**src/rtl/tw_clk_pkg.sv**
```systemverilog
package tw_clk_pkg;
  typedef enum logic [1:0] {PH_IDLE = 2'd0, PH_LOW = 2'd1, PH_HIGH = 2'd2} phase_t;
endpackage

```
**src/rtl/tw_wave_decode.sv**
```systemverilog
module tw_wave_decode #(
  parameter int DIV_W       = 8,
  parameter int EXP_FIELD_W = 3,
  parameter int MAX_EXP     = 5,
  parameter int OFFSET      = 4,
  parameter int CNT_W       = DIV_W + MAX_EXP + 1,
  localparam int WORD_W     = 2 * DIV_W + EXP_FIELD_W
) (
  input  logic [WORD_W-1:0] word_i,
  output logic [CNT_W-1:0]  low_len_o,
  output logic [CNT_W-1:0]  high_len_o
);
  localparam logic [EXP_FIELD_W-1:0] EXP_CAP = EXP_FIELD_W'(MAX_EXP);

  logic [EXP_FIELD_W-1:0] exp_raw, exp_eff;
  logic [CNT_W-1:0]       len [2];

  assign exp_raw = word_i[2*DIV_W +: EXP_FIELD_W];
  assign exp_eff = (exp_raw > EXP_CAP) ? EXP_CAP : exp_raw;

  // index 0: low divisor, index 1: high divisor
  for (genvar g = 0; g < 2; g++) begin : g_phase
    logic [DIV_W-1:0] div;
    assign div    = word_i[g*DIV_W +: DIV_W];
    assign len[g] = (CNT_W'(div) << exp_eff) + CNT_W'(OFFSET);
  end

  assign low_len_o  = len[0];
  assign high_len_o = len[1];

  always_comb begin
    a_r6_exp_capped: assert (exp_eff <= EXP_CAP);
    a_r10_min_len: assert (low_len_o >= CNT_W'(OFFSET) && high_len_o >= CNT_W'(OFFSET));
  end
endmodule

```
**src/rtl/tw_phase_ctr.sv**
```systemverilog
module tw_phase_ctr #(
  parameter int CNT_W = 14
) (
  input  logic             clk,
  input  logic             rst_n,
  input  logic             clr,
  input  logic             load,
  input  logic [CNT_W-1:0] load_len,
  output logic             expired
);
  logic [CNT_W-1:0] cnt_q;

  always_ff @(posedge clk or negedge rst_n) begin
    if (!rst_n)              cnt_q <= '0;
    else if (clr)            cnt_q <= '0;
    else if (load)           cnt_q <= load_len - 1'b1;
    else if (cnt_q != '0)    cnt_q <= cnt_q - 1'b1;
  end

  assign expired = (cnt_q == '0);

  // a running phase steps down by one each cycle
  a_r3_steady_count: assert property (@(posedge clk) disable iff (!rst_n)
    (!clr && !load && cnt_q != '0) |=> (cnt_q == $past(cnt_q) - 1'b1));

  a_r2_cleared_when_off: assert property (@(posedge clk) disable iff (!rst_n)
    clr |=> expired);
endmodule

```
**src/rtl/tw_scl_gen.sv**
```systemverilog
module tw_scl_gen #(
  parameter int DIV_W       = 8,
  parameter int EXP_FIELD_W = 3,
  parameter int MAX_EXP     = 5,
  parameter int OFFSET      = 4,
  parameter int RESET_WORD  = 32'h0000_0404,
  localparam int WORD_W     = 2 * DIV_W + EXP_FIELD_W,
  localparam int CNT_W      = DIV_W + MAX_EXP + 1
) (
  input  logic              clk,
  input  logic              rst_n,
  input  logic              enable,
  input  logic              cfg_wr,
  input  logic [WORD_W-1:0] cfg_data,
  input  logic              stretch,
  output logic              scl_o,
  output logic              fall_tick,
  output logic              rise_tick
);
  import tw_clk_pkg::*;

  logic [WORD_W-1:0] shadow_q;
  logic [CNT_W-1:0]  low_len_new, high_len_new, high_len_q;
  phase_t            phase_q;
  logic              expired, start_low, end_low, ctr_load;
  logic [CNT_W-1:0]  ctr_len;

  always_ff @(posedge clk or negedge rst_n) begin
    if (!rst_n)      shadow_q <= WORD_W'(RESET_WORD);
    else if (cfg_wr) shadow_q <= cfg_data;
  end

  tw_wave_decode #(
    .DIV_W(DIV_W), .EXP_FIELD_W(EXP_FIELD_W), .MAX_EXP(MAX_EXP),
    .OFFSET(OFFSET), .CNT_W(CNT_W)
  ) u_decode (
    .word_i(shadow_q), .low_len_o(low_len_new), .high_len_o(high_len_new)
  );

  assign start_low = enable && (phase_q == PH_IDLE || (phase_q == PH_HIGH && expired));
  assign end_low   = enable && phase_q == PH_LOW && expired && !stretch;
  assign ctr_load  = start_low || end_low;
  assign ctr_len   = start_low ? low_len_new : high_len_q;

  tw_phase_ctr #(.CNT_W(CNT_W)) u_ctr (
    .clk(clk), .rst_n(rst_n), .clr(!enable), .load(ctr_load),
    .load_len(ctr_len), .expired(expired)
  );

  always_ff @(posedge clk or negedge rst_n) begin
    if (!rst_n) begin
      phase_q    <= PH_IDLE;
      scl_o      <= 1'b1;
      fall_tick  <= 1'b0;
      rise_tick  <= 1'b0;
      high_len_q <= '0;
    end else if (!enable) begin
      phase_q   <= PH_IDLE;
      scl_o     <= 1'b1;
      fall_tick <= 1'b0;
      rise_tick <= 1'b0;
    end else if (start_low) begin
      phase_q    <= PH_LOW;
      scl_o      <= 1'b0;
      fall_tick  <= 1'b1;
      rise_tick  <= 1'b0;
      high_len_q <= high_len_new;
    end else if (end_low) begin
      phase_q   <= PH_HIGH;
      scl_o     <= 1'b1;
      fall_tick <= 1'b0;
      rise_tick <= 1'b1;
    end else begin
      fall_tick <= 1'b0;
      rise_tick <= 1'b0;
    end
  end

  a_r2_released_when_off: assert property (@(posedge clk) disable iff (!rst_n)
    !enable |=> (scl_o && !fall_tick && !rise_tick));
  a_r8_stretch_holds_low: assert property (@(posedge clk) disable iff (!rst_n)
    (enable && stretch && phase_q == PH_LOW) |=> !scl_o);
  a_r9_fall_marks_edge: assert property (@(posedge clk) disable iff (!rst_n)
    fall_tick |-> (!scl_o && $past(scl_o)));
  a_r9_rise_marks_edge: assert property (@(posedge clk) disable iff (!rst_n)
    rise_tick |-> (scl_o && !$past(scl_o)));
  a_r9_edges_flagged: assert property (@(posedge clk) disable iff (!rst_n)
    (scl_o != $past(scl_o)) |-> (rise_tick || fall_tick || !$past(enable)));
endmodule

```
**config.mk**
```make
export PLATFORM = sky130hd
export DESIGN_NAME = tw_scl_gen
export DESIGN_NICKNAME = d
export VERILOG_FILES = /design/src/rtl/tw_clk_pkg.sv /design/src/rtl/tw_wave_decode.sv /design/src/rtl/tw_phase_ctr.sv /design/src/rtl/tw_scl_gen.sv
export SDC_FILE = /design/constraint.sdc
export NUM_CORES = 1
export LEC_CHECK = 0
export ABC_AREA = 1
export BUFFER_PORTS_ARGS = -buffer_cell sky130_fd_sc_hd__buf_4
export CORE_UTILIZATION = 60
export DETAILED_ROUTE_END_ITERATION = 7
export HOLD_SLACK_MARGIN = 0.03
export PLACE_DENSITY = 0.8
export SYNTH_ARGS = -nofsm -noshare
export SYNTH_HDL_FRONTEND = slang
export SYNTH_SLANG_ARGS = --single-unit
```
**constraint.sdc**
```tcl
create_clock -name clk -period 3.3 [get_ports clk]
set_clock_uncertainty 0.2 [all_clocks]
set_input_delay 0.165 -clock clk [delete_from_list [all_inputs] [get_ports clk]]
set_output_delay 0.165 -clock clk [all_outputs]
set_load 0.05 [all_outputs]
```
* Word level (Yosys, flattened, before mapping) *
Cells that the tools add are included.

cells by class
  order comparisons = 1
  equality and inequality tests = 4
  reductions and logical operators = 12
  mux-type cells = 16
  shift-type cells = 2
  add/subtract/negate cells = 4

operators with widths
  cell                                                                    count
  14-bit 2-to-1 mux                                                       4
  14-bit by 3-bit adder with 14-bit output (second input constant)        2
  8-bit by 3-bit << shifter with 14-bit output                            2
  14-bit by 1-bit subtractor with 14-bit output (second input constant)   2
  14-bit logical NOT                                                      1
  14-bit nonzero test                                                     1
  1-bit 2-to-1 mux                                                        8
  2-bit 2-to-1 mux                                                        3
  3-bit by 1-bit != test with 1-bit output (second input constant)        2
  1-bit logical AND                                                       5
  3-bit greater-than comparator (second input constant)                   1
  3-bit 2-to-1 mux                                                        1
  2-bit by 1-bit equality test with 1-bit output (second input constant)  1
  2-bit equality test (second input constant)                             1
  2-bit logical NOT                                                       1
  1-bit logical OR                                                        2
  2-bit AND reduction                                                     1
  1-bit logical NOT                                                       1

storage, ports and cells
  input bits = 24
  logic and storage cells = 46
  register bits = 52

* Depth between registers and ports, before layout *
Gate-level depths: netlist (run 1).

  depth in word-level cells = 8
  depth in mapped cells = 21
  mapped depth without buffers = 20

* By module *
A second synthesis (run 1) with hierarchy kept.

second synthesis, totals
  cells, all modules = 602
  area, all modules = 4100.2 um2

modules (own cells, without submodules)
  module          area an instance (um2)  cells each  instances
  tw_scl_gen      1736.7                  160         1
  tw_wave_decode  1213.7                  252         1
  tw_phase_ctr    1149.9                  190         1

* Worst setup path before layout (run 1) *
Ideal clock, no wire load.

  kind = flip-flop to flip-flop
  from = register shadow_q[18]
  to = register u_ctr.cnt_q[12]
  clock period less this slack = 2.510 ns
  data required time = 2.981 ns
  cell stages (with the launch flop) = 18
  path buffers = 2
  slack = 0.790 ns
  arrival time = 2.191 ns
  cells stage by stage = dfrtp_1 buf_2 inv_1 clkbuf_1 nand2_1 inv_1 ha_1 inv_1 nor2_1 a21oi_1 nand2_1 nand2_1 nor2_1 nand3_2 nor2_2 nand3_1 nand2_1 nor2_1

on the way
  cells in the longest elaborated chain, start to end = 8

RTL lines
  item                                             line                  RTL
  start: declaration                               tw_scl_gen.sv:22      logic [WORD_W-1:0] shadow_q;
  start signal: assignment                         tw_scl_gen.sv:29      if (!rst_n) shadow_q <= WORD_W'(RESET_WORD);
  start signal: assignment                         tw_scl_gen.sv:30      else if (cfg_wr) shadow_q <= cfg_data;
  3-bit greater-than comparator                    tw_wave_decode.sv:19  assign exp_eff = (exp_raw > EXP_CAP) ? EXP_CAP : exp_raw;
  3-bit 2-to-1 mux *                               tw_wave_decode.sv:19
  8-bit by 3-bit << shifter with 14-bit output *   tw_wave_decode.sv:25  assign len[g] = (CNT_W'(div) << exp_eff) + CNT_W'(OFFSET);
  14-bit by 3-bit adder with 14-bit output *       tw_wave_decode.sv:25
  14-bit 2-to-1 mux *                              tw_scl_gen.sv:43      assign ctr_len = start_low ? low_len_new : high_len_q;
  14-bit by 1-bit subtractor with 14-bit output *  tw_phase_ctr.sv:16    else if (load) cnt_q <= load_len - 1'b1;
  14-bit 2-to-1 mux *                              tw_phase_ctr.sv:16
  14-bit 2-to-1 mux *                              tw_phase_ctr.sv:15    else if (clr) cnt_q <= '0;
  end signal: assignment                           tw_phase_ctr.sv:16
  end signal: assignment                           tw_phase_ctr.sv:17    else if (cnt_q != '0) cnt_q <= cnt_q - 1'b1;
  end: declaration                                 tw_phase_ctr.sv:11    logic [CNT_W-1:0] cnt_q;

Every way passes the cells marked *; elsewhere a longest branch is shown, timed or not.
A chain may end at the register's enable or synchronous reset.

* Final worst setup path (run 1) *
  from = input port stretch
  to = register u_ctr.cnt_q[10]

on the way
  cells in the longest elaborated chain, start to end = 5

RTL lines
  item                 line                RTL
  start: declaration   tw_scl_gen.sv:15    input logic stretch,
  1-bit logical NOT *  tw_scl_gen.sv:41    assign end_low = enable && phase_q == PH_LOW && expired && !stretch;
  1-bit logical AND *  tw_scl_gen.sv:41
  1-bit logical OR *   tw_scl_gen.sv:42    assign ctr_load = start_low || end_low;
  14-bit 2-to-1 mux    tw_phase_ctr.sv:16
  14-bit 2-to-1 mux    tw_phase_ctr.sv:15

Marked as above.

==> flow_metrics.py, run 1 <==
metrics = {
    "clock_network": {
        "clock_insertion_delay_worst_skew_ps": 310,
        "cts_buffer_depth": 2,
        "clkTransAtPathRegs_ps": 100,
        "cts_sinks": 52,
        "numCtsBuffers": 5,
        "cts-root-buf": "clkbuf_8",
        "htree_levels": 2,
        "tritoncts": "built",
    },
    "sta": {
        "hold_viol_final": 0,
        "finalCritPeriodShare_pct": 93.4,
        "drv_slew": 0,
        "fmax_mhz": 324,
        "min_period_ps": 3080,
        "setup_tns_ps": 0,
        "worstMarginPinSlew_ps": 638,
        "rsz0062_at_grt": "no",
        "setup_violations": 0,
        "slew_headroom_pct": 57.4,
    },
    "die": {
        "rows": 27,
        "ioPinCount": 27,
        "die-area_um2": 6240,
        "die_h_um": 79.0,
        "initial_utilization_pct": 63.4,
        "die_w_um": 79.0,
        "core-area_um2": 5610,
    },
    "setup_path": {
        "cp_data_required_time_ps": 3320,
        "worstPathMaxFanout": 10,
        "reg2regPathDepth": 18,
        "setup.worst_path.class": "in2reg",
        "end_kind": "register",
        "r2r-end": "u_ctr.cnt_q[10]$_DFFE_PN0P_",
        "crit_arrival_ps": 3100,
        "regToRegSetupSlack_ps": 250,
        "crit_path_start_kind": "input port",
        "r2r_start": "u_ctr.cnt_q[9]$_DFFE_PN0P_",
    },
    "placed_design": {
        "hpwl_um": 5920,
        "gp_congestion": 0.864,
        "numPortBuffers": 26,
    },
    "job": {
        "maxCapViolCount": 0,
    },
    "logic_synthesis": {
        "synthCells": 514,
        "syn_nets": 541,
        "ys_ff_latch": 52,
        "ys_types": 37,
        "synth-edff-count": 0,
        "synth_warnings": 0,
        "async_reset_ff_share_pct": 100,
        "synth_ff_type": "dfrtp_1",
        "ys_seq_area_share_pct": 36.7,
        "synth.avg_cell_area_um2": 6.92,
        "syn_area_um2": 3560,
    },
    "power": {
        "total_power_mw": 2.22,
        "combPwrFrac_pct": 44.7,
        "ir_worst_vdd_mv": 0.268,
        "p_sw_share_pct": 42.5,
        "p_int_mw": 1.27,
        "p_per_area_nw_per_um2": 535,
        "p_clk_share_pct": 17.1,
        "power_leakage_nw": 2.09,
        "p_sw_uw": 942,
        "seqPwrFrac_pct": 38.3,
    },
    "cells_and_area": {
        "fill_cells": 446,
        "final_cell_mix": "156 x nand2_1, 56 x nand3_1, 55 x inv_1, 49 x dfrtp_1, 47 x nor2_1",
        "final_nets": 590,
        "num_antenna_cells": 0,
        "area_growth_syn_to_layout_pct": 16.5,
        "drive_above_1_share_pct": 16.3,
        "final_common_cell": "nand2_1",
    },
    "global_route": {
        "grt_max_degree": 53,
        "first_global_vias": 3282,
        "grt_pass1_wl_um": 14400,
        "antenna_found_initial": 0,
        "overflow": 0,
        "track_usage_pct": 29.2,
    },
    "routing": {
        "via_per_inst": 5.28,
        "firstDrtPassIters": 5,
        "vias": 3357,
        "wire_per_inst_um": 12.9,
        "post-route-drc-count": 0,
        "drtIter0Drc": 204,
        "ant_nets": 0,
        "wl_um": 8230,
    },
    "status": {
        "status": "finished clean",
    },
    "hold_path": {
        "min_from": "cfg_wr",
        "min_to": "shadow_q[15]$_DFFE_PN0P_",
        "holdPathStages": 3,
        "min_path_type": "in2reg",
    },
}
==> layer usage <==
metal / wire [um] / global-route usage (%)
met1: 3750 / 36.5
met2: 4110 / 52.8
met3: 237 / 3.91
met4: 121 / 7.45
met5: 0 / 0
==> worst max path at each step <==
stage                                 from                           to  slack (ps)  depth (start not counted)
6_report                           stretch  u_ctr.cnt_q[10]$_DFFE_PN0P_         220                         18
4_1_cts                            stretch  u_ctr.cnt_q[10]$_DFFE_PN0P_         200                         18
2_1_floorplan     shadow_q[18]$_DFFE_PN0P_  u_ctr.cnt_q[12]$_DFFE_PN0P_         790                         17
5_1_grt        u_ctr.cnt_q[12]$_DFFE_PN0P_  u_ctr.cnt_q[10]$_DFFE_PN0P_          20                         18
3_5_place_dp    u_ctr.cnt_q[9]$_DFFE_PN0P_  u_ctr.cnt_q[10]$_DFFE_PN0P_         300                         18
3_3_place_gp   u_ctr.cnt_q[11]$_DFFE_PN0P_  u_ctr.cnt_q[12]$_DFFE_PN0P_         450                         18
==> Yosys cell counts (4+ instances only) <==
library cell | count | area share, %
nor2_2 | 8 | 1.4
nand4_1 | 4 | 0.70
a21oi_1 | 16 | 2.3
clkbuf_1 | 7 | 0.74
nand3_1 | 56 | 7.9
o21ai_1 | 5 | 0.70
buf_2 | 4 | 0.56
nor2_1 | 47 | 5.0
nand3_2 | 8 | 2.3
inv_1 | 55 | 5.8
mux2_2 | 6 | 1.9
nand2_1 | 156 | 16
dfrtp_1 | 49 | 34
nor2_4 | 8 | 2.5
o21ai_0 | 41 | 5.8
==> per-stage QoR <==
step	worst slack, ps	util [%]	area [um2]	hold WS, ps	cells
floorplan	790	-	3560	-331	514
global placement	446	67.8	3800	25.5	603
detailed placement	298	67.8	3800	34.3	603
CTS	197	73.5	4120	39.1	634
global route	20.1	73.9	4140	78.1	636
finish	216	73.9	4140	44.6	636
==> state kept, by name, summed over array words and instances, names as in the netlist <==
| name | flops |
|---|---|
| shadow_q | 19 |
| scl_o | 1 |
| fall_tick | 1 |
| phase_q | 2 |
| u_ctr.cnt_q | 14 |
| high_len_q | 14 |
| rise_tick | 1 |
==> power groups by stage <==
stage	Combinational (mW)	Sequential, mW	Clock (mW)
2_1_floorplan	0.742	0.855	0
3_3_place_gp	0.925	0.856	0
3_5_place_dp	0.950	0.862	0
4_1_cts	0.979	0.849	0.384
5_1_grt	1.13	0.863	0.408
6_report	0.990	0.849	0.378
==> logic make-up (layout without fill, tap and decap cells) <==
family / Yosys count / after routing / share of synthesized area (%)
flip-flops: 52 / 52 / 36.7
multiplexers: 6 / 6 / 1.90
buffers and inverters: 74 / 124 / 8.76
XOR/XNOR: 4 / 4 / 0.985
adder cells (fa/ha/maj): 3 / 3 / 1.06
AO/OA/AOI/OAI: 72 / 72 / 10.8
AND/OR/NAND/NOR: 303 / 303 / 39.8
==> repair_timing <==
| item | CTS | global route |
|---|---|---|
| resized for setup | 0 | 1 |
| hold buffers | 23 | 0 |
| endpoints found under the setup margin | 0 | 3 |
| buffers inserted | 0 | 2 |
| endpoints found under the hold margin | 69 | 0 |
==> critical path, stage by stage <==
cell           delay, ps
dlygate4sd3_1        530
buf_4                130
nor2_1                90
nand3_1               70
dlygate4sd3_1        610
nor2_4               170
inv_4                 90
nand3_1               90
nand2_1               80
nor2_2               140
ha_1                 170
nand2_1               80
nor2_2               170
nand3_2              110
nor2_2               150
nand3_1               90
nand2_1               80
nor2_1                50
==> final cells by class <==
class	instances	area (um2)	area share [%]
clock buffer	5	68.8	1.66
clock inverter	3	21.3	0.513
inverter	58	220	5.31
multi-input combinational	388	1950	47.0
sequential	52	1310	31.5
tap	72	90.1	2.17
timing repair buffer	58	493	11.9
(Power assumes the default switching activity.)
==> run 2, diff against run 1 <==
- MAX_ROUTING_LAYER: not set -> met4
==> run 2 against run 1 <==
Highest routed layer unchanged. Largest power group unchanged. Maximum frequency up 1.5%. Die area unchanged. Routed wire length down 3.8%. Core utilization increased by 0.089 points. Sequential share of layout area about the same. Flip-flop and latch count did not move. Critical endpoint is now u_ctr.cnt_q[12]$_DFFE_PN0P_. Hold slack improved by 1.7 ps. Total power rose by 3.1%. Critical path depth stayed put. Sequential power is essentially flat. Via count fell by 0.63%. First-iteration DRC count decreased by 0.98%.
==> flow_metrics.py, run 2 (same netlist as run 1, synthesis figures left out) <==
metrics = {
    "cells_and_area": {
        "drive_above_1_share_pct": 15.8,
        "layoutNonFillerInstCount": 634,
        "regMostFlops": "shadow_q",
        "area_growth_syn_to_layout_pct": 16.7,
        "num_antenna_cells": 0,
        "largest_reg_flops": 19,
        "final_common_cell": "nand2_1",
        "final_nets": 588,
        "largestRegisters": "shadow_q (19), high_len_q (14), u_ctr.cnt_q (14)",
        "final_cell_mix": "156 x nand2_1, 56 x nand3_1, 55 x inv_1, 49 x dfrtp_1, 47 x nor2_1",
    },
    "hold_path": {
        "min_path_type": "in2reg",
    },
    "sta": {
        "min_period_ps": 3040,
        "setup_violations": 0,
        "finalCritPeriodShare_pct": 92.0,
        "rsz0062_at_grt": "no",
        "hold_viol_final": 0,
        "fmax_mhz": 329,
        "slew_headroom_pct": 56.5,
        "setup_tns_ps": 0,
        "drv_slew": 0,
        "worstMarginPinSlew_ps": 652,
    },
    "routing": {
        "firstDrtPassIters": 5,
        "wl_um": 7910,
        "ant_nets": 0,
        "via_per_inst": 5.26,
        "drtIter0Drc": 202,
        "post-route-drc-count": 0,
        "wire_per_inst_um": 12.5,
        "vias": 3336,
    },
    "clock_network": {
        "ctsResizeCount": 0,
        "numCtsBuffers": 5,
        "clkTransAtPathRegs_ps": 100,
        "cts-root-buf": "clkbuf_8",
        "clock_insertion_delay_worst_skew_ps": 310,
        "htree_levels": 2,
        "cts_buffer_depth": 2,
        "cts_sinks": 52,
        "tritoncts": "built",
    },
    "global_route": {
        "antenna_found_initial": 0,
        "grt_pass1_wl_um": 13900,
        "overflow": 0,
        "track_usage_pct": 28.6,
        "first_global_vias": 3103,
        "grt_max_degree": 53,
    },
    "die": {
        "ioPinCount": 27,
        "die-area_um2": 6240,
        "rows": 27,
        "initial_utilization_pct": 63.4,
        "core-area_um2": 5610,
        "die_h_um": 79.0,
        "die_w_um": 79.0,
    },
    "setup_path": {
        "slowest_stage": "dlygate4sd3_1",
        "setup.worst_path.class": "in2reg",
        "end_kind": "register",
        "cpLargestDelayFamily": "buffers and inverters",
        "worstPathMaxFanout": 10,
        "crit_arrival_ps": 3040,
        "crit_path_start_kind": "input port",
        "cp_data_required_time_ps": 3300,
        "critPathMaxStageDelay_ps": 590,
        "timing.critical_path.cells": "dlygate4sd3_1 > buf_4 > nor2_1 > nand3_1 > dlygate4sd3_1 > nor2_4 > inv_4 > nand3_1 > nand2_1 > nor2_2 > ha_1 > nand2_1 > nor2_2 > nand3_2 > nor2_2 > nand3_1 > nand2_1 > nor2_1",
        "path_buf_inv": 4,
    },
    "job": {
        "maxCapViolCount": 0,
    },
    "placed_design": {
        "hpwl_um": 5740,
        "gp_congestion": 0.874,
        "dp.cells": 602,
        "numPortBuffers": 26,
    },
    "power": {
        "ir_worst_vdd_mv": 0.281,
        "p_per_area_nw_per_um2": 551,
        "power_leakage_nw": 2.09,
    },
    "status": {
        "status": "finished clean",
    },
}
-- run 2: cell type report --
cell class / count / area (um2)
clock inverter: 3 / 47.5
timing repair buffer: 56 / 478
multi-input combinational: 388 / 1940
tap: 72 / 90.1
inverter: 58 / 220
sequential: 52 / 1310
fill: 476 / 1460
clock buffer: 5 / 68.8
-- run 2: timing repair --
action / 4_1_cts / 5_1_grt
setup endpoints to repair: 0 / 2
hold buffers: 23 / 0
buffers inserted: 0 / 1
hold endpoints to repair: 69 / 0
-- run 2: worst paths after layout --
check / slack, ps / end / cells after the start / start
max reg2reg: 300 / u_ctr.cnt_q[12]$_DFFE_PN0P_ / 19 / shadow_q[16]$_DFFE_PN0P_
max: 260 / u_ctr.cnt_q[12]$_DFFE_PN0P_ / 18 / stretch
min in group asynchronous: 220 / phase_q[1]$_DFFE_PN0P_ / 2 / rst_n
min reg2reg: 300 / scl_o$_DFFE_PN1P_ / 2 / scl_o$_DFFE_PN1P_
min: 50 / shadow_q[12]$_DFFE_PN0P_ / 3 / cfg_wr
max in group asynchronous: 2240 / u_ctr.cnt_q[11]$_DFFE_PN0P_ / 2 / rst_n
-- run 2: routing by layer --
layer / vias to the layer above / track usage, % / share of wire, %
li1: 1739 / - / -
met1: 1530 / 37.4 / 48
met5: - / - / 0
met2: 62 / 48.7 / 49
met4: 0 / 5.27 / 0.54
met3: 5 / 2.87 / 2.8
-- run 2: metrics by stage --
stage               instance area [um2]  hold slack [ps]  util, %  power, mW  worst slack, ps
global route                       4150             66.5     74.0       2.47             5.82
detailed placement                 3790             35.8     67.7       1.80              359
floorplan                          3560             -331        -       1.60              790
finish                             4150             46.3     74.0       2.29              263
CTS                                4140             40.8     73.9       2.28              187
global placement                   3790             23.8     67.7       1.78              471
-- run 2: worst min-delay path: stages --
cell	delay (ps)
buf_4	200
nand2_1	80
o21ai_0	60
-- run 2: power breakdown --
group | switching (mW) | internal [mW] | total [mW] | leakage (nW)
clock network | 0.224 | 0.229 | 0.453 | 0.0583
logic | 0.638 | 0.348 | 0.986 | 1.38
registers | 0.0743 | 0.773 | 0.847 | 0.651
total | 0.936 | 1.35 | 2.29 | 2.09
